## src/rtl/lcd4_pkg.sv

```systemverilog
package lcd4_pkg;

    typedef enum logic [2:0] {
        S_IDLE,
        S_INIT,
        S_POLL_A,
        S_POLL_B,
        S_SEND_HI,
        S_SEND_LO
    } ctl_state_e;

    typedef enum logic [1:0] {
        PH_IDLE,
        PH_SETUP,
        PH_HIGH,
        PH_GAP
    } strobe_ph_e;

    // Levels presented to the panel besides the enable strobe
    typedef struct packed {
        logic       rs;
        logic       rw;
        logic       oe;
        logic [3:0] nib;
    } bus_drive_t;

    // Byte waiting to go out
    typedef struct packed {
        logic [7:0] code;
        logic       is_data;
    } xfer_t;

    localparam logic [3:0] FOUR_BIT_NIB = 4'h2;

    function automatic int ns_to_cycles(input int ns, input int period_ns);
        int c;
        c = (ns + period_ns - 1) / period_ns;
        return (c < 1) ? 1 : c;
    endfunction

    function automatic int max3(input int a, input int b, input int c);
        int m;
        m = (a > b) ? a : b;
        return (m > c) ? m : c;
    endfunction

    function automatic logic [3:0] pick_nibble(input logic [7:0] b, input logic upper);
        return upper ? b[7:4] : b[3:0];
    endfunction

endpackage

```

## src/rtl/lcd4_strobe.sv

```systemverilog
module lcd4_strobe
    import lcd4_pkg::*;
#(
    parameter int SETUP_CYC = 1,
    parameter int HIGH_CYC  = 19,
    parameter int GAP_CYC   = 8,
    parameter int CW        = 5
) (
    input  logic clk,
    input  logic rst,
    input  logic launch,
    output logic en,
    output logic sample,
    output logic done,
    output logic active
);

    strobe_ph_e     ph;
    logic [CW-1:0]  cnt;
    logic [CW-1:0]  lim;
    logic           last;

    always_comb begin
        case (ph)
            PH_SETUP: lim = CW'(SETUP_CYC - 1);
            PH_HIGH:  lim = CW'(HIGH_CYC - 1);
            PH_GAP:   lim = CW'(GAP_CYC - 1);
            default:  lim = '0;
        endcase
    end

    assign last = (cnt == lim);

    always_ff @(posedge clk) begin
        if (rst) begin
            ph  <= PH_IDLE;
            cnt <= '0;
        end else begin
            case (ph)
                PH_IDLE: begin
                    cnt <= '0;
                    if (launch) ph <= PH_SETUP;
                end
                default: begin
                    if (last) begin
                        cnt <= '0;
                        case (ph)
                            PH_SETUP: ph <= PH_HIGH;
                            PH_HIGH:  ph <= PH_GAP;
                            default:  ph <= PH_IDLE;
                        endcase
                    end else begin
                        cnt <= cnt + 1'b1;
                    end
                end
            endcase
        end
    end

    assign en     = (ph == PH_HIGH);
    assign sample = en && last;
    assign done   = (ph == PH_GAP) && last;
    assign active = (ph != PH_IDLE);

endmodule

```

## src/rtl/lcd4_strbuf.sv

```systemverilog
module lcd4_strbuf #(
    parameter int DEPTH = 8,
    parameter int AW    = 3
) (
    input  logic          clk,
    input  logic          rst,
    input  logic          wr_en,
    input  logic [AW-1:0] wr_addr,
    input  logic [7:0]    wr_data,
    input  logic [AW-1:0] rd_addr,
    output logic [7:0]    rd_data
);

    logic [7:0] mem [DEPTH];

    always_ff @(posedge clk) begin
        if (rst) begin
            for (int i = 0; i < DEPTH; i++) mem[i] <= 8'h00;
        end else if (wr_en) begin
            mem[wr_addr] <= wr_data;
        end
    end

    assign rd_data = mem[rd_addr];

endmodule

```

## src/rtl/lcd4_ctrl.sv

```systemverilog
module lcd4_ctrl
    import lcd4_pkg::*;
#(
    parameter int CLK_NS     = 20,
    parameter int EN_HIGH_NS = 375,
    parameter int EN_GAP_NS  = 150,
    parameter int SETUP_CYC  = 1,
    parameter int POLL_LIMIT = 8,
    parameter int BUF_DEPTH  = 8
) (
    input  logic                         clk,
    input  logic                         rst,
    input  logic                         init_start,
    input  logic                         in_valid,
    output logic                         in_ready,
    input  logic [7:0]                   in_byte,
    input  logic                         in_is_data,
    input  logic                         str_wr_en,
    input  logic [$clog2(BUF_DEPTH)-1:0] str_wr_addr,
    input  logic [7:0]                   str_wr_data,
    input  logic                         str_start,
    output logic                         busy_err,
    output logic                         lcd_en,
    output logic                         lcd_rw,
    output logic                         lcd_rs,
    output logic [3:0]                   lcd_d_out,
    output logic                         lcd_d_oe,
    input  logic                         lcd_d7_in
);

    localparam int HIGH_CYC = ns_to_cycles(EN_HIGH_NS, CLK_NS);
    localparam int GAP_CYC  = ns_to_cycles(EN_GAP_NS, CLK_NS);
    localparam int CW       = $clog2(max3(SETUP_CYC, HIGH_CYC, GAP_CYC) + 1);
    localparam int AW       = $clog2(BUF_DEPTH);
    localparam int PW       = $clog2(POLL_LIMIT + 1);

    ctl_state_e     state;
    xfer_t          cur;
    logic [AW-1:0]  ptr;
    logic [AW-1:0]  rd_addr;
    logic [7:0]     rd_data;
    logic           streaming;
    logic           busy_seen;
    logic [PW-1:0]  poll_cnt;
    logic           launch, st_sample, st_done, st_active;
    bus_drive_t     drv;

    assign launch = (state != S_IDLE) && !st_active;

    lcd4_strobe #(
        .SETUP_CYC (SETUP_CYC),
        .HIGH_CYC  (HIGH_CYC),
        .GAP_CYC   (GAP_CYC),
        .CW        (CW)
    ) u_strobe (
        .clk    (clk),
        .rst    (rst),
        .launch (launch),
        .en     (lcd_en),
        .sample (st_sample),
        .done   (st_done),
        .active (st_active)
    );

    // In idle the buffer head is examined; while streaming, the next entry
    assign rd_addr = (state == S_IDLE) ? '0 : ptr + AW'(1);

    lcd4_strbuf #(
        .DEPTH (BUF_DEPTH),
        .AW    (AW)
    ) u_buf (
        .clk     (clk),
        .rst     (rst),
        .wr_en   (str_wr_en),
        .wr_addr (str_wr_addr),
        .wr_data (str_wr_data),
        .rd_addr (rd_addr),
        .rd_data (rd_data)
    );

    always_comb begin
        drv = '{rs: 1'b0, rw: 1'b0, oe: 1'b1, nib: 4'h0};
        case (state)
            S_INIT:    drv.nib = FOUR_BIT_NIB;
            S_POLL_A,
            S_POLL_B:  begin
                drv.rw = 1'b1;
                drv.oe = 1'b0;
            end
            S_SEND_HI: begin
                drv.rs  = cur.is_data;
                drv.nib = pick_nibble(cur.code, 1'b1);
            end
            S_SEND_LO: begin
                drv.rs  = cur.is_data;
                drv.nib = pick_nibble(cur.code, 1'b0);
            end
            default: ;
        endcase
    end

    assign lcd_rs    = drv.rs;
    assign lcd_rw    = drv.rw;
    assign lcd_d_oe  = drv.oe;
    assign lcd_d_out = drv.nib;
    assign in_ready  = (state == S_IDLE) && !init_start;

    always_ff @(posedge clk) begin
        if (rst) begin
            state     <= S_IDLE;
            cur       <= '0;
            ptr       <= '0;
            streaming <= 1'b0;
            busy_seen <= 1'b0;
            poll_cnt  <= '0;
            busy_err  <= 1'b0;
        end else begin
            case (state)
                S_IDLE: begin
                    if (init_start) begin
                        busy_err <= 1'b0;
                        state    <= S_INIT;
                    end else if (in_valid) begin
                        busy_err  <= 1'b0;
                        cur       <= '{code: in_byte, is_data: in_is_data};
                        streaming <= 1'b0;
                        poll_cnt  <= '0;
                        state     <= S_POLL_A;
                    end else if (str_start) begin
                        busy_err <= 1'b0;
                        if (rd_data != 8'h00) begin
                            cur       <= '{code: rd_data, is_data: 1'b1};
                            ptr       <= '0;
                            streaming <= 1'b1;
                            poll_cnt  <= '0;
                            state     <= S_POLL_A;
                        end
                    end
                end
                S_INIT: if (st_done) state <= S_IDLE;
                S_POLL_A: begin
                    if (st_sample) busy_seen <= lcd_d7_in;
                    if (st_done)   state     <= S_POLL_B;
                end
                S_POLL_B: begin
                    if (st_done) begin
                        if (!busy_seen) begin
                            state <= S_SEND_HI;
                        end else if (poll_cnt == PW'(POLL_LIMIT - 1)) begin
                            busy_err  <= 1'b1;
                            streaming <= 1'b0;
                            state     <= S_IDLE;
                        end else begin
                            poll_cnt <= poll_cnt + 1'b1;
                            state    <= S_POLL_A;
                        end
                    end
                end
                S_SEND_HI: if (st_done) state <= S_SEND_LO;
                S_SEND_LO: begin
                    if (st_done) begin
                        if (streaming && (ptr != AW'(BUF_DEPTH - 1)) && (rd_data != 8'h00)) begin
                            ptr      <= ptr + AW'(1);
                            cur      <= '{code: rd_data, is_data: 1'b1};
                            poll_cnt <= '0;
                            state    <= S_POLL_A;
                        end else begin
                            streaming <= 1'b0;
                            state     <= S_IDLE;
                        end
                    end
                end
                default: state <= S_IDLE;
            endcase
        end
    end

endmodule

```

## config.mk

```make
export PLATFORM = sky130hd
export DESIGN_NAME = lcd4_ctrl
export DESIGN_NICKNAME = d
export VERILOG_FILES = /design/src/rtl/lcd4_pkg.sv /design/src/rtl/lcd4_strobe.sv /design/src/rtl/lcd4_strbuf.sv /design/src/rtl/lcd4_ctrl.sv
export SDC_FILE = /design/constraint.sdc
export NUM_CORES = 1
export LEC_CHECK = 0
export BUFFER_PORTS_ARGS = -buffer_cell sky130_fd_sc_hd__buf_2
export CAP_MARGIN = 40
export CORE_AREA = 2 2 117 119
export CTS_CLUSTER_DIAMETER = 60
export DETAILED_ROUTE_END_ITERATION = 8
export DIE_AREA = 0 0 119 121
export PLACE_DENSITY = 0.54
export SLEW_MARGIN = 15
export SYNTH_ARGS = -nofsm -noshare
export SYNTH_HDL_FRONTEND = slang
export SYNTH_HIERARCHICAL = 1
export SYNTH_SLANG_ARGS = --single-unit
```

## constraint.sdc

```tcl
create_clock -name clk -period 6.7 [get_ports clk]
set_input_delay 0.335 -clock clk [delete_from_list [all_inputs] [get_ports clk]]
set_output_delay 0.335 -clock clk [all_outputs]
set_load 0.05 [all_outputs]
```

# Yosys cells after proc, flatten, opt, wreduce, memory -nomap -nowiden
# Memory sizes are Yosys's and may differ from the RTL's.
# Index checks and enable logic that the tools add are counted.
[op_classes]
n_addsub = 3
reduce_logical = 29
n_eq_ne = 30
muxes = 71
[op_table]
columns = ["operator", "count"]
rows = [
  ["2-to-1 mux 3 bit", 18],
  ["2-to-1 mux 9 bit", 6],
  ["2-to-1 mux 4 bit", 9],
  ["!= test 2 bit, second input constant", 14],
  ["one-hot mux 4 bit (3 select lines)", 2],
  ["2-to-1 mux 1 bit", 22],
  ["one-hot mux 3 bit (6 select lines)", 1],
  ["one-hot mux 9 bit (2 select lines)", 1],
  ["AND reduction 9 bit", 2],
  ["AND reduction 7 bit", 2],
  ["2-to-1 mux 2 bit", 6],
  ["one-hot mux 5 bit (2 select lines)", 1],
  ["2-to-1 mux 8 bit", 1],
  ["nonzero test 2 bit", 4],
  ["nonzero test 8 bit", 1],
  ["OR reduction 8 bit", 1],
  ["equality test 3 x 2 -> 1 bit, second input constant", 2],
  ["equality test 3 bit, second input constant", 2],
  ["logical AND 1 bit", 6],
  ["!= test 3 bit, second input constant", 2],
  ["one-hot mux 3 bit (2 select lines)", 1],
  ["AND reduction 6 bit", 1],
  ["nonzero test 3 bit", 2],
  ["adder 5 x 1 -> 5 bit, second input constant", 1],
  ["other kinds (21)", 25],
]
[word_totals]
mem_bits_rw = 64
memories = 1
regBits = 29
word_cells = 144
in_bits = 27
out_inout_bits = 10
[memory_table]
columns = ["memory", "words", "word_bits", "read_ports", "rd_clocked_by_memory_dff", "wr", "line_no", "rtl"]
rows = [
  ["u_buf.mem", 8, 8, 1, 0, 8, "lcd4_strbuf.sv:14", "logic [7:0] mem [DEPTH];"],
]

# Longest topological paths before layout
# Gate-level depths: netlist of the first run.
# An unclocked memory read counts as a cell.
[depth]
depth_word = 9
depth_mapped = 15
ltp_nobuf = 10

# Modules after synthesis
# The synthesis of the first run kept the hierarchy.
[by_module_without_submodules]
columns = ["mod", "n_inst", "cells_each", "area_each_um2", "seq_area_each_um2"]
rows = [
  ["lcd4_strbuf", 1, 193, 2985.4, 1921.8],
  ["lcd4_ctrl", 1, 178, 1544.0, 440.4],
  ["lcd4_strobe", 1, 43, 397.9, 140.1],
]

# Least setup slack after synthesis of the first run
# No wires, ideal clock.
[synth_path]
path_type = "register to register"
from = "register state[2]"
to = "register cur[0] (netlist bit)"
arrival_time_ns = 3.105
path_buffers = 5
setup_ns = 0.136
required_time_ns = 6.564
slack_ns = 3.460
path_stages_with_launch = 15
synth_period_minus_slack_ns = 3.240
path_cell_list = "dfxtp_1 or3_1 buf_6 and2_1 clkbuf_1 buf_2 mux4_2 mux2_2 nor4_4 a211oi_2 o221a_2 buf_6 buf_6 nor2_1 a211oi_2"
[synth_via]
elab_chain_cells = 7
elab_cells_between_ends = 14
classes_between = "6 x eq/ne; 2 x mux; 5 x reduce/logical; 1 x memory"
[synth_lines]
columns = ["element", "line_no", "rtl"]
rows = [
  ["from (decl)", "lcd4_ctrl.sv:37", "ctl_state_e state;"],
  ["from (signal assigned)", "lcd4_ctrl.sv:110", "state <= S_IDLE;"],
  ["from (signal assigned)", "lcd4_ctrl.sv:122", "state <= S_INIT;"],
  ["from (signal assigned)", "lcd4_ctrl.sv:128", "state <= S_POLL_A;"],
  ["logical NOT 3 bit (*)", "lcd4_ctrl.sv:66", "assign rd_addr = (state == S_IDLE) ? '0 : ptr + AW'(1);"],
  ["2-to-1 mux 3 bit (*)", "lcd4_ctrl.sv:66", ""],
  ["via rd_addr[2]", "lcd4_ctrl.sv:40", "logic [AW-1:0] rd_addr;"],
  ["memory read (8 x 8 bit) (*)", "n/a", ""],
  ["via rd_data[0]", "lcd4_ctrl.sv:41", "logic [7:0] rd_data;"],
  ["nonzero test 8 bit (*)", "lcd4_ctrl.sv:131, lcd4_ctrl.sv:162", ""],
  ["logical AND 1 bit", "lcd4_ctrl.sv:162", "if (streaming && (ptr != AW'(BUF_DEPTH - 1)) && (rd_data != 8'h00)) begin"],
  ["!= test 2 bit (no line)", "n/a", ""],
  ["AND reduction 6 bit (no line) (*)", "n/a", ""],
  ["to (signal assigned)", "lcd4_ctrl.sv:125", "cur <= '{code: in_byte, is_data: in_is_data};"],
  ["to (signal assigned)", "lcd4_ctrl.sv:132", "cur <= '{code: rd_data, is_data: 1'b1};"],
  ["to (signal assigned)", "lcd4_ctrl.sv:164", "cur <= '{code: rd_data, is_data: 1'b1};"],
  ["to (decl)", "lcd4_ctrl.sv:38", "xfer_t cur;"],
]
# The timed path passes the listed nets; every way through them passes the cells marked *.
# A chain may end at the register's enable or synchronous reset.

# Final worst setup path of the first run
[layout_path]
from = "register state[0]"
to = "register cur[1] (netlist bit)"
# Same word-level chain as after synthesis.

==> results_dict.tcl, run 1 <==
set metrics [dict create \
    leakagePower_nw 1.82 \
    ctsHtreeMaxLevel 3 \
    timing.fmax_ghz 0.257 \
    grt_use_total 0.156 \
    layout_min_cycle_time_ps 3900 \
    place.gp.congestion 0.790 \
    busiest_layer "met2" \
    drt-vias-per-instance 5.32 \
    globalRouteMet1Util 0.187 \
    dpl_worst_slack_ps 2790 \
    area_growth_pct 11.1 \
    async_flop_share 0 \
    grt_pass1_wl_um 17400 \
    hold_viol 0 \
    antenna_found_initial 0 \
    grt_max_degree 37 \
    end_kind "flip-flop" \
    final_cell_mix "66 x nor3_1, 64 x edfxtp_1, 36 x buf_2" \
    detail_route.wirelength_um 10400 \
    synth_edf_count 64 \
    start_util 0.377 \
    crit_required_ps 6900 \
    io_pins 37 \
    finalCritPeriodShare 0.581 \
    clkSinkCount 93 \
    synth_flop_cell "edfxtp_1" \
    die_width_um 119 \
    cts_buffer_depth 2 \
    fp.dieH_um 121 \
    status "finished clean" \
    syn-num-nets 451 \
    worst_pin_slew_ps 899 \
    avgSynthCellArea_um2 11.9 \
    clock_latency_ps 350 \
    met3_usage 0.0461 \
    relSlewSlack 0.399 \
    rsz0062_at_grt "no" \
    layout.nets 472 \
    power_per_cell_area_nw_per_um2 349 \
    cts-resized-gates 0 \
    dieArea_um2 14400 \
    grt_pass1_vias 3325 \
    path_class "flip-flop to flip-flop" \
    grt_overflow 0 \
    rows 42 \
    drtIter0Drc 215 \
    place_hpwl_um 7290 \
    num_antenna_cells 0 \
    fin_skew_ps 5.74 \
    tns_ps 0 \
    startpoint_type "flip-flop" \
    syn_inst 414 \
    drc_errors 0 \
    cts_hold_buffers 0 \
    post_cts_buffers 0 \
    drive_gt1_frac 0.202 \
    vdd_ir_drop_max_mv 0.196 \
    numPortBuffers 36 \
    firstDrtPassIters 5 \
    clkTransAtPathRegs_ps 60 \
    place_area_um2 5180 \
    via_count 3279 \
    drv_slew 0 \
    layout_commonest_cell "nor3_1" \
    ant_nets 0 \
    synth_warnings 6 \
    ys_types 59 \
    cts_made_buffers 9 \
    setup_viol 0 \
    syn_area_um2 4930 \
    fillerInstances 1238 \
    worstPathMaxFanout 19 \
    wl_per_cell_um 16.8 \
    total_power_w 0.00191 \
    maxCapViolCount 0 \
    holdCritPathClass "primary input to flip-flop" \
    fin_area_um2 5480 \
    clockRootBuffer "clkbuf_16" \
    cts_tree "done" \
    synth_seq_cells 93 \
    met2_usage 0.276 \
    core_um2 13100 \
    setup_slack_ps 2800 \
    arrival_ps 4090 \
    seq_area_frac_synth 0.508 \
]
[power breakdown]
group	switching (W)	internal, W
sequential	0.0000558	0.000679
combinational	0.000387	0.000279
clock	0.000220	0.000292
total	0.000663	0.00125
[metal layers]
metal	part of all wire	vias to the layer above	wire length, um
met5	0	-	0
met4	0.0092	0	95
met3	0.036	8	370
met2	0.50	49	5180
met1	0.45	1593	4700
li1	-	1629	-
[sequential cells by signal, summed over array words and instances, names as in the netlist]
name,count
busy_err,1
busy_seen,1
cur,9
poll_cnt,4
ptr,3
state,3
streaming,1
u_buf/mem,64
u_strobe/cnt,5
u_strobe/ph,2
[cell type report]
| type | instances | area [um^2] | share of cell area |
|---|---|---|---|
| Timing Repair Buffer | 40 | 210 | 0.0384 |
| Clock inverter | 6 | 68.8 | 0.0126 |
| Tap cell | 176 | 220 | 0.0402 |
| Inverter | 17 | 63.8 | 0.0117 |
| Multi-Input combinational cell | 274 | 2180 | 0.398 |
| Sequential cell | 93 | 2500 | 0.457 |
| Clock buffer | 10 | 229 | 0.0418 |
[cell families after synthesis]
kind of cell | share of synthesized area
muxes | 0.113
DFF | 0.508
and+or+nand+nor | 0.183
adders and majority gates | 0.0254
buffers and inverters | 0.0495
AOI/OAI and AO/OA | 0.113
xor gates and xnor gates | 0.00889
[path summary, 6_finish.rpt]
kind / from / to / slack (ps) / depth (start not counted)
setup / recovery: state[0] / cur[1] / 2800 / 9
hold reg to reg: streaming / streaming / 490 / 2
setup reg to reg: state[0] / cur[1] / 2800 / 9
hold / removal: lcd_d7_in / busy_seen / 230 / 3
[critical path, cell delays in order (launching register included)]
cell and delay (ps):
dfxtp_1 720, or3_1 370, and2_1 660, mux4_1 430
mux2_2 320, nor4_4 390, a211oi_2 150, o221a_2 460
nor2_1 180, a311oi_2 60
[cells in the mapped netlist, types with 2 or more instances]
| master | count | share of area |
|---|---|---|
| a211oi_2 | 3 | 0.0076 |
| a21oi_1 | 12 | 0.012 |
| a311oi_2 | 8 | 0.024 |
| and2_1 | 5 | 0.0063 |
| buf_1 | 4 | 0.0030 |
| buf_2 | 5 | 0.0051 |
| buf_6 | 6 | 0.014 |
| clkbuf_1 | 14 | 0.011 |
| clkinv_1 | 8 | 0.0061 |
| dfxtp_1 | 29 | 0.12 |
| edfxtp_1 | 64 | 0.39 |
| ha_1 | 10 | 0.025 |
| inv_1 | 9 | 0.0069 |
| mux2_2 | 8 | 0.018 |
| mux2i_1 | 5 | 0.010 |
| mux4_1 | 15 | 0.080 |
| nand2_1 | 21 | 0.016 |
| nand2b_1 | 7 | 0.0089 |
| nand3_1 | 14 | 0.014 |
| nand3b_1 | 7 | 0.011 |
| nand4_1 | 2 | 0.0025 |
| nor2_1 | 32 | 0.024 |
| nor2b_1 | 2 | 0.0025 |
| nor3_1 | 66 | 0.067 |
| nor4_4 | 2 | 0.0086 |
| o211ai_4 | 2 | 0.0086 |
| o21ai_0 | 3 | 0.0030 |
| o21ai_1 | 2 | 0.0020 |
| o21bai_1 | 8 | 0.012 |
| o221a_2 | 2 | 0.0046 |
| o311ai_1 | 4 | 0.0071 |
| o31ai_1 | 2 | 0.0030 |
| o41ai_1 | 2 | 0.0036 |
| or3_1 | 3 | 0.0038 |
| xnor2_1 | 2 | 0.0036 |
| xor2_1 | 3 | 0.0053 |
[through the flow]
step | util | cells | hold slack (ps)
after global routing | 0.418 | 616 | 225
after floorplan | - | 414 | 401
after CTS | 0.418 | 616 | 217
final | 0.418 | 616 | 230
after detailed placement | 0.396 | 600 | 472
after global placement | 0.395 | 598 | 456
No activity file was read; power rests on OpenSTA's default activity.
==> inputs of run 2 (changes only) <==
- clock period: 6.7 -> 3.8 ns (I/O delays scaled with it)
==> run 2 against run 1 <==
- final cell count increased by 2.6%
- die area stayed put
- global-route usage rose by 0.62 points
- critical endpoint is now cur[8]
- largest cell class unchanged
==> results_dict.tcl, run 2 (synthesized netlist as in run 1, its figures left out) <==
set metrics [dict create \
    cp.buffers_inverters 1 \
    clkTransAtPathRegs_ps 70 \
    grt_max_degree 37 \
    fillerInstances 1222 \
    hold_viol 0 \
    ant_nets 0 \
    finalCritPeriodShare 0.870 \
    place_hpwl_um 7460 \
    end_kind "flip-flop" \
    critical_path.max_stage_delay_ps 510 \
    dieArea_um2 14400 \
    startpoint_type "flip-flop" \
    leakagePower_nw 1.92 \
    rows 42 \
    cts_tree "done" \
    drv_slew 0 \
    final_cell_mix "66 x nor3_1, 64 x edfxtp_1, 36 x buf_2" \
    firstDrtPassIters 7 \
    num_antenna_cells 0 \
    tns_ps 0 \
    detail_route.wirelength_um 11100 \
    fin_skew_ps 8.96 \
    vdd_ir_drop_max_mv 0.263 \
    regMostFlops "u_buf/mem" \
    cp_top_family "simple AND/OR/NAND/NOR gates" \
    grt_use_total 0.162 \
    layout_min_cycle_time_ps 3310 \
    cts-resized-gates 0 \
    drc_errors 0 \
    layout_commonest_cell "nor3_1" \
    crit_required_ps 3990 \
    via_count 3367 \
    status "finished clean" \
    clock_latency_ps 340 \
    maxCapViolCount 0 \
    relSlewSlack 0.466 \
    cp_cell_sequence "or3_1, and2_1, buf_4, mux4_2, mux2_2, nor4_4, a21boi_2, o221a_2, nor2_1, a311oi_2" \
    layout.nets 488 \
    worstPathMaxFanout 18 \
    drt-vias-per-instance 5.33 \
    reg_top3 "u_buf/mem x64, cur x9, u_strobe/cnt x5" \
    grt_pass1_vias 3327 \
    drive_gt1_frac 0.232 \
    place.gp.congestion 0.749 \
    grt_overflow 0 \
    power_per_cell_area_nw_per_um2 622 \
    cts_made_buffers 9 \
    start_util 0.377 \
    post_cts_buffers 0 \
    dpl_worst_slack_ps 505 \
    rsz0062_at_grt "no" \
    fp.dieH_um 121 \
    setup_slack_ps 494 \
    antenna_found_initial 0 \
    timing.fmax_ghz 0.302 \
    setup_viol 0 \
    die_width_um 119 \
    clockRootBuffer "clkbuf_16" \
    holdCritPathClass "primary input to flip-flop" \
    numPortBuffers 36 \
    io_pins 37 \
    wl_per_cell_um 17.6 \
    grt_pass1_wl_um 17900 \
    largest_reg_flops 64 \
    area_growth_pct 14.0 \
    worst_pin_slew_ps 801 \
    clkSinkCount 93 \
    core_um2 13100 \
    cp_slowest_cell "or3_1" \
    path_class "flip-flop to flip-flop" \
    ctsHtreeMaxLevel 3 \
    arrival_ps 3500 \
    cts_hold_buffers 0 \
    drtIter0Drc 223 \
    cts_buffer_depth 2 \
]
## run 2: final timing paths
kind                            startpoint         to  slack [ps]  cells after the start
worst max-delay path              state[2]     cur[8]         490                     10
worst max register to register    state[2]     cur[8]         490                     10
worst min-delay path             lcd_d7_in  busy_seen          90                      3
worst min register to register      ptr[2]     ptr[2]         480                      2
## run 2: per-layer routing
metal  vias to the layer above  GRT usage  share of wire
met1                      1607      0.205           0.44
met2                        78      0.279           0.51
li1                       1671          -              -
met4                         0     0.0417          0.013
met3                        11     0.0404          0.042
met5                         -          0              0
## run 2: final cells by class
| cell class | count | area, um^2 | share of cell area |
|---|---|---|---|
| flip-flops and latches | 93 | 2500 | 0.445 |
| multi-input cells | 274 | 2180 | 0.388 |
| repair buffers | 56 | 330 | 0.0588 |
| clock buffers | 10 | 229 | 0.0408 |
| well taps | 176 | 220 | 0.0392 |
| clock inverters | 6 | 91.3 | 0.0163 |
| inverters | 17 | 63.8 | 0.0114 |
## run 2: where the power goes
part	total (W)	internal, W	leakage, nW	switching, W
registers	0.00125	0.00120	0.850	0.0000524
logic	0.00127	0.000524	0.910	0.000748
clock network	0.000974	0.000583	0.158	0.000391
total	0.00350	0.00230	1.92	0.00119
## run 2: worst register-to-register path: stages (launching register included)
cell and delay (ps):
dfxtp_1 330, or3_1 510, and2_1 220, buf_4 210, mux4_2 330, mux2_2 320, nor4_4 390, a21boi_2 170
o221a_2 430, nor2_1 190, a311oi_2 60
## run 2: metrics by stage
| stage | cell area [um^2] | power, W | utilization | hold slack (ps) | std cells |
|---|---|---|---|---|---|
| final | 5620 | 0.00350 | 0.429 | 92.8 | 632 |
| after CTS | 5600 | 0.00353 | 0.428 | 82.2 | 630 |
| after floorplan | 4930 | 0.00237 | - | 256 | 414 |
| after global placement | 5250 | 0.00253 | 0.401 | 429 | 609 |
| after detailed placement | 5280 | 0.00255 | 0.404 | 444 | 614 |
| after global routing | 5620 | 0.00369 | 0.429 | 102 | 632 |
==> inputs of run 3 (changes only) <==
- CORE_AREA: 2 2 117 119 -> 2 2 119 121
- DIE_AREA: 0 0 119 121 -> 0 0 121 123
- SYNTH_HIERARCHICAL: 1 -> default
==> run 3 against run 2 <==
- routed wire length grew 10%
- synthesized cell count up 15%
- clock power fell by 11%
- total power decreased by 16%
- sequential power hardly changed
- area after synthesis rose by 2.3%
- die area is 3.4% higher
- design area up 1.1%
- critical path depth up 1
- combinational power fell by 34%
- largest power group is now sequential cells
==> results_dict.tcl, run 3 <==
set metrics [dict create \
    grt_use_total 0.174 \
    cell_internal_pwr_w 0.00193 \
    layout_commonest_cell "and2_1" \
    hold_viol 0 \
    switchingPower_w 0.00101 \
    startpoint_type "flip-flop" \
    synth_xor_xnor_area_share 0.00695 \
    path_class "flip-flop to flip-flop" \
    synth_compound_area_frac 0.148 \
    clkSinkCount 93 \
    num_antenna_cells 0 \
    place.gp.congestion 0.822 \
    timing.fmax_ghz 0.297 \
    synth_warnings 0 \
    clockRootBuffer "clkbuf_16" \
    clock_latency_ps 350 \
    arrival_ps 3620 \
    synthMuxAreaShare 0.0640 \
    cts_made_buffers 9 \
    cp_cell_sequence "ha_1, o31ai_4, buf_4, mux2_2, a2111oi_0, or2_1, o41ai_1, buf_4, nand2_1, nand2_1, o41ai_1" \
    post_cts_buffers 0 \
    synth_top_family_by_area "simple AND/OR/NAND/NOR gates" \
    grt_overflow 0 \
    critical_path.max_stage_delay_ps 740 \
    finalCritPeriodShare 0.887 \
    drive_gt1_frac 0.174 \
    cts_tree "done" \
    area_growth_pct 12.7 \
    power_frac_comb 0.284 \
    clkTransAtPathRegs_ps 70 \
    largest_reg_flops 64 \
    syn_area_um2 5040 \
    via_count 3671 \
    drtIter0Drc 353 \
    synth-simple-area-share 0.222 \
    final_cell_mix "68 x and2_1, 64 x edfxtp_1, 44 x nor2_1" \
    syn-num-nets 514 \
    synth.largest_area_cell "edfxtp_1" \
    p_clk_frac 0.296 \
    fin_skew_ps 7.84 \
    die_width_um 121 \
    switching_share 0.343 \
    reg_top3 "u_buf.mem x64, cur x9, u_strobe.cnt x5" \
    fp.dieH_um 123 \
    ant_nets 0 \
    rows 43 \
    cts-resized-gates 0 \
    layout_min_cycle_time_ps 3370 \
    synth.top_cell.area_share 0.381 \
    syn_inst 477 \
    synth.most_common_cell "and2_1" \
    place_hpwl_um 8850 \
    relSlewSlack 0.411 \
    ys_types 68 \
    synth_edf_count 64 \
    wl_per_cell_um 17.6 \
    rsz0062_at_grt "no" \
    holdCritPathClass "primary input to flip-flop" \
    ctsHtreeMaxLevel 3 \
    detail_route.wirelength_um 12200 \
    utilization 0.417 \
    power_per_cell_area_nw_per_um2 518 \
    grt_pass1_wl_um 19500 \
    seq_power_share 0.420 \
    synth_area_leaders "edfxtp_1 38%, dfxtp_1 12%, and2_1 8.4%" \
    cts_buffer_depth 2 \
    avgSynthCellArea_um2 10.6 \
    ys_top_cells_by_count "68 x and2_1, 64 x edfxtp_1, 44 x nor2_1" \
    synth_fa_ha_area_frac 0.0248 \
    multiInputGateArea_um2 2350 \
    cts_hold_buffers 0 \
    grt_pass1_vias 3439 \
    async_flop_share 0 \
    antenna_found_initial 0 \
    maxCapViolCount 0 \
    cp_slowest_cell "a2111oi_0" \
    seq_area_frac_synth 0.496 \
    crit_required_ps 4050 \
    start_util 0.370 \
    drv_slew 0 \
    tns_ps 0 \
    firstDrtPassIters 4 \
    io_pins 37 \
    worstPathMaxFanout 12 \
    synth_seq_cells 93 \
    drt-vias-per-instance 5.27 \
    grt_max_degree 43 \
    layout.nets 548 \
    worst_pin_slew_ps 876 \
    regMostFlops "u_buf.mem" \
    fillerInstances 1313 \
    status "finished clean" \
    core_um2 13600 \
    leakagePower_nw 2.08 \
    end_kind "flip-flop" \
    numPortBuffers 36 \
    seq_area_um2 2500 \
    synth_flop_cell "edfxtp_1" \
    dieArea_um2 14900 \
    setup_viol 0 \
    drc_errors 0 \
    vdd_ir_drop_max_mv 0.331 \
]
run 3: final timing paths:
kind | start | cells past startpoint | slack (ps) | to
max | ptr[0] | 11 | 430 | streaming
min reg2reg | ptr[1] | 1 | 480 | ptr[1]
min | lcd_d7_in | 3 | 90 | busy_seen
max reg2reg | ptr[0] | 11 | 430 | streaming
run 3: metal layers:
metal  vias to the layer above  GRT usage  part of all wire
met1                      1765      0.238              0.48
met4                         0     0.0385             0.011
met5                         -          0                 0
li1                       1829          -                 -
met2                        68      0.278              0.47
met3                         9     0.0443             0.039
run 3: final cells by class:
| class | instances | share of cell area |
|---|---|---|
| sequential | 93 | 0.441 |
| multi-input combinational | 346 | 0.414 |
| inverter | 12 | 0.00793 |
| clock inverter | 7 | 0.00969 |
| clock buffer | 9 | 0.0397 |
| tap | 180 | 0.0397 |
| timing repair buffer | 49 | 0.0489 |
run 3: per-stage QoR:
| step | hold WS [ps] | std cells | area [um^2] | total power [W] | worst slack [ps] |
|---|---|---|---|---|---|
| 4_1_cts | 68.6 | 696 | 5680 | 0.00297 | 426 |
| 3_3_place_gp | 422 | 680 | 5400 | 0.00208 | 500 |
| 2_1_floorplan | 291 | 477 | 5040 | 0.00187 | 743 |
| 5_1_grt | 105 | 696 | 5680 | 0.00310 | 141 |
| 3_5_place_dp | 432 | 680 | 5400 | 0.00210 | 446 |
| 6_report | 86.8 | 696 | 5680 | 0.00294 | 430 |
run 3: cell families (layout without fill, tap and decap cells):
group / after synthesis / in the layout
and+or+nand+nor: 201 / 201
AOI/OAI and AO/OA: 102 / 102
DFF: 93 / 93
buffers and inverters: 38 / 77
muxes: 29 / 29
adders and majority gates: 10 / 10
xor gates and xnor gates: 4 / 4
run 3: power by group through the flow:
stage | logic, W | clock network [W] | registers (W)
after floorplan | 0.000637 | 0 | 0.00123
after global placement | 0.000822 | 0 | 0.00125
after detailed placement | 0.000837 | 0 | 0.00126
after CTS | 0.000840 | 0.000891 | 0.00124
after global routing | 0.000916 | 0.000932 | 0.00125
final | 0.000834 | 0.000870 | 0.00124
run 3: worst max-delay path, delay by kind of cell, from the launching register on:
kind                     cells  cell delay, ps
AO/OA/AOI/OAI                4            1220
AND/OR/NAND/NOR              3             640
adder cells (fa/ha/maj)      1             380
multiplexers                 1             360
flip-flops                   1             320
buffers and inverters        2             340
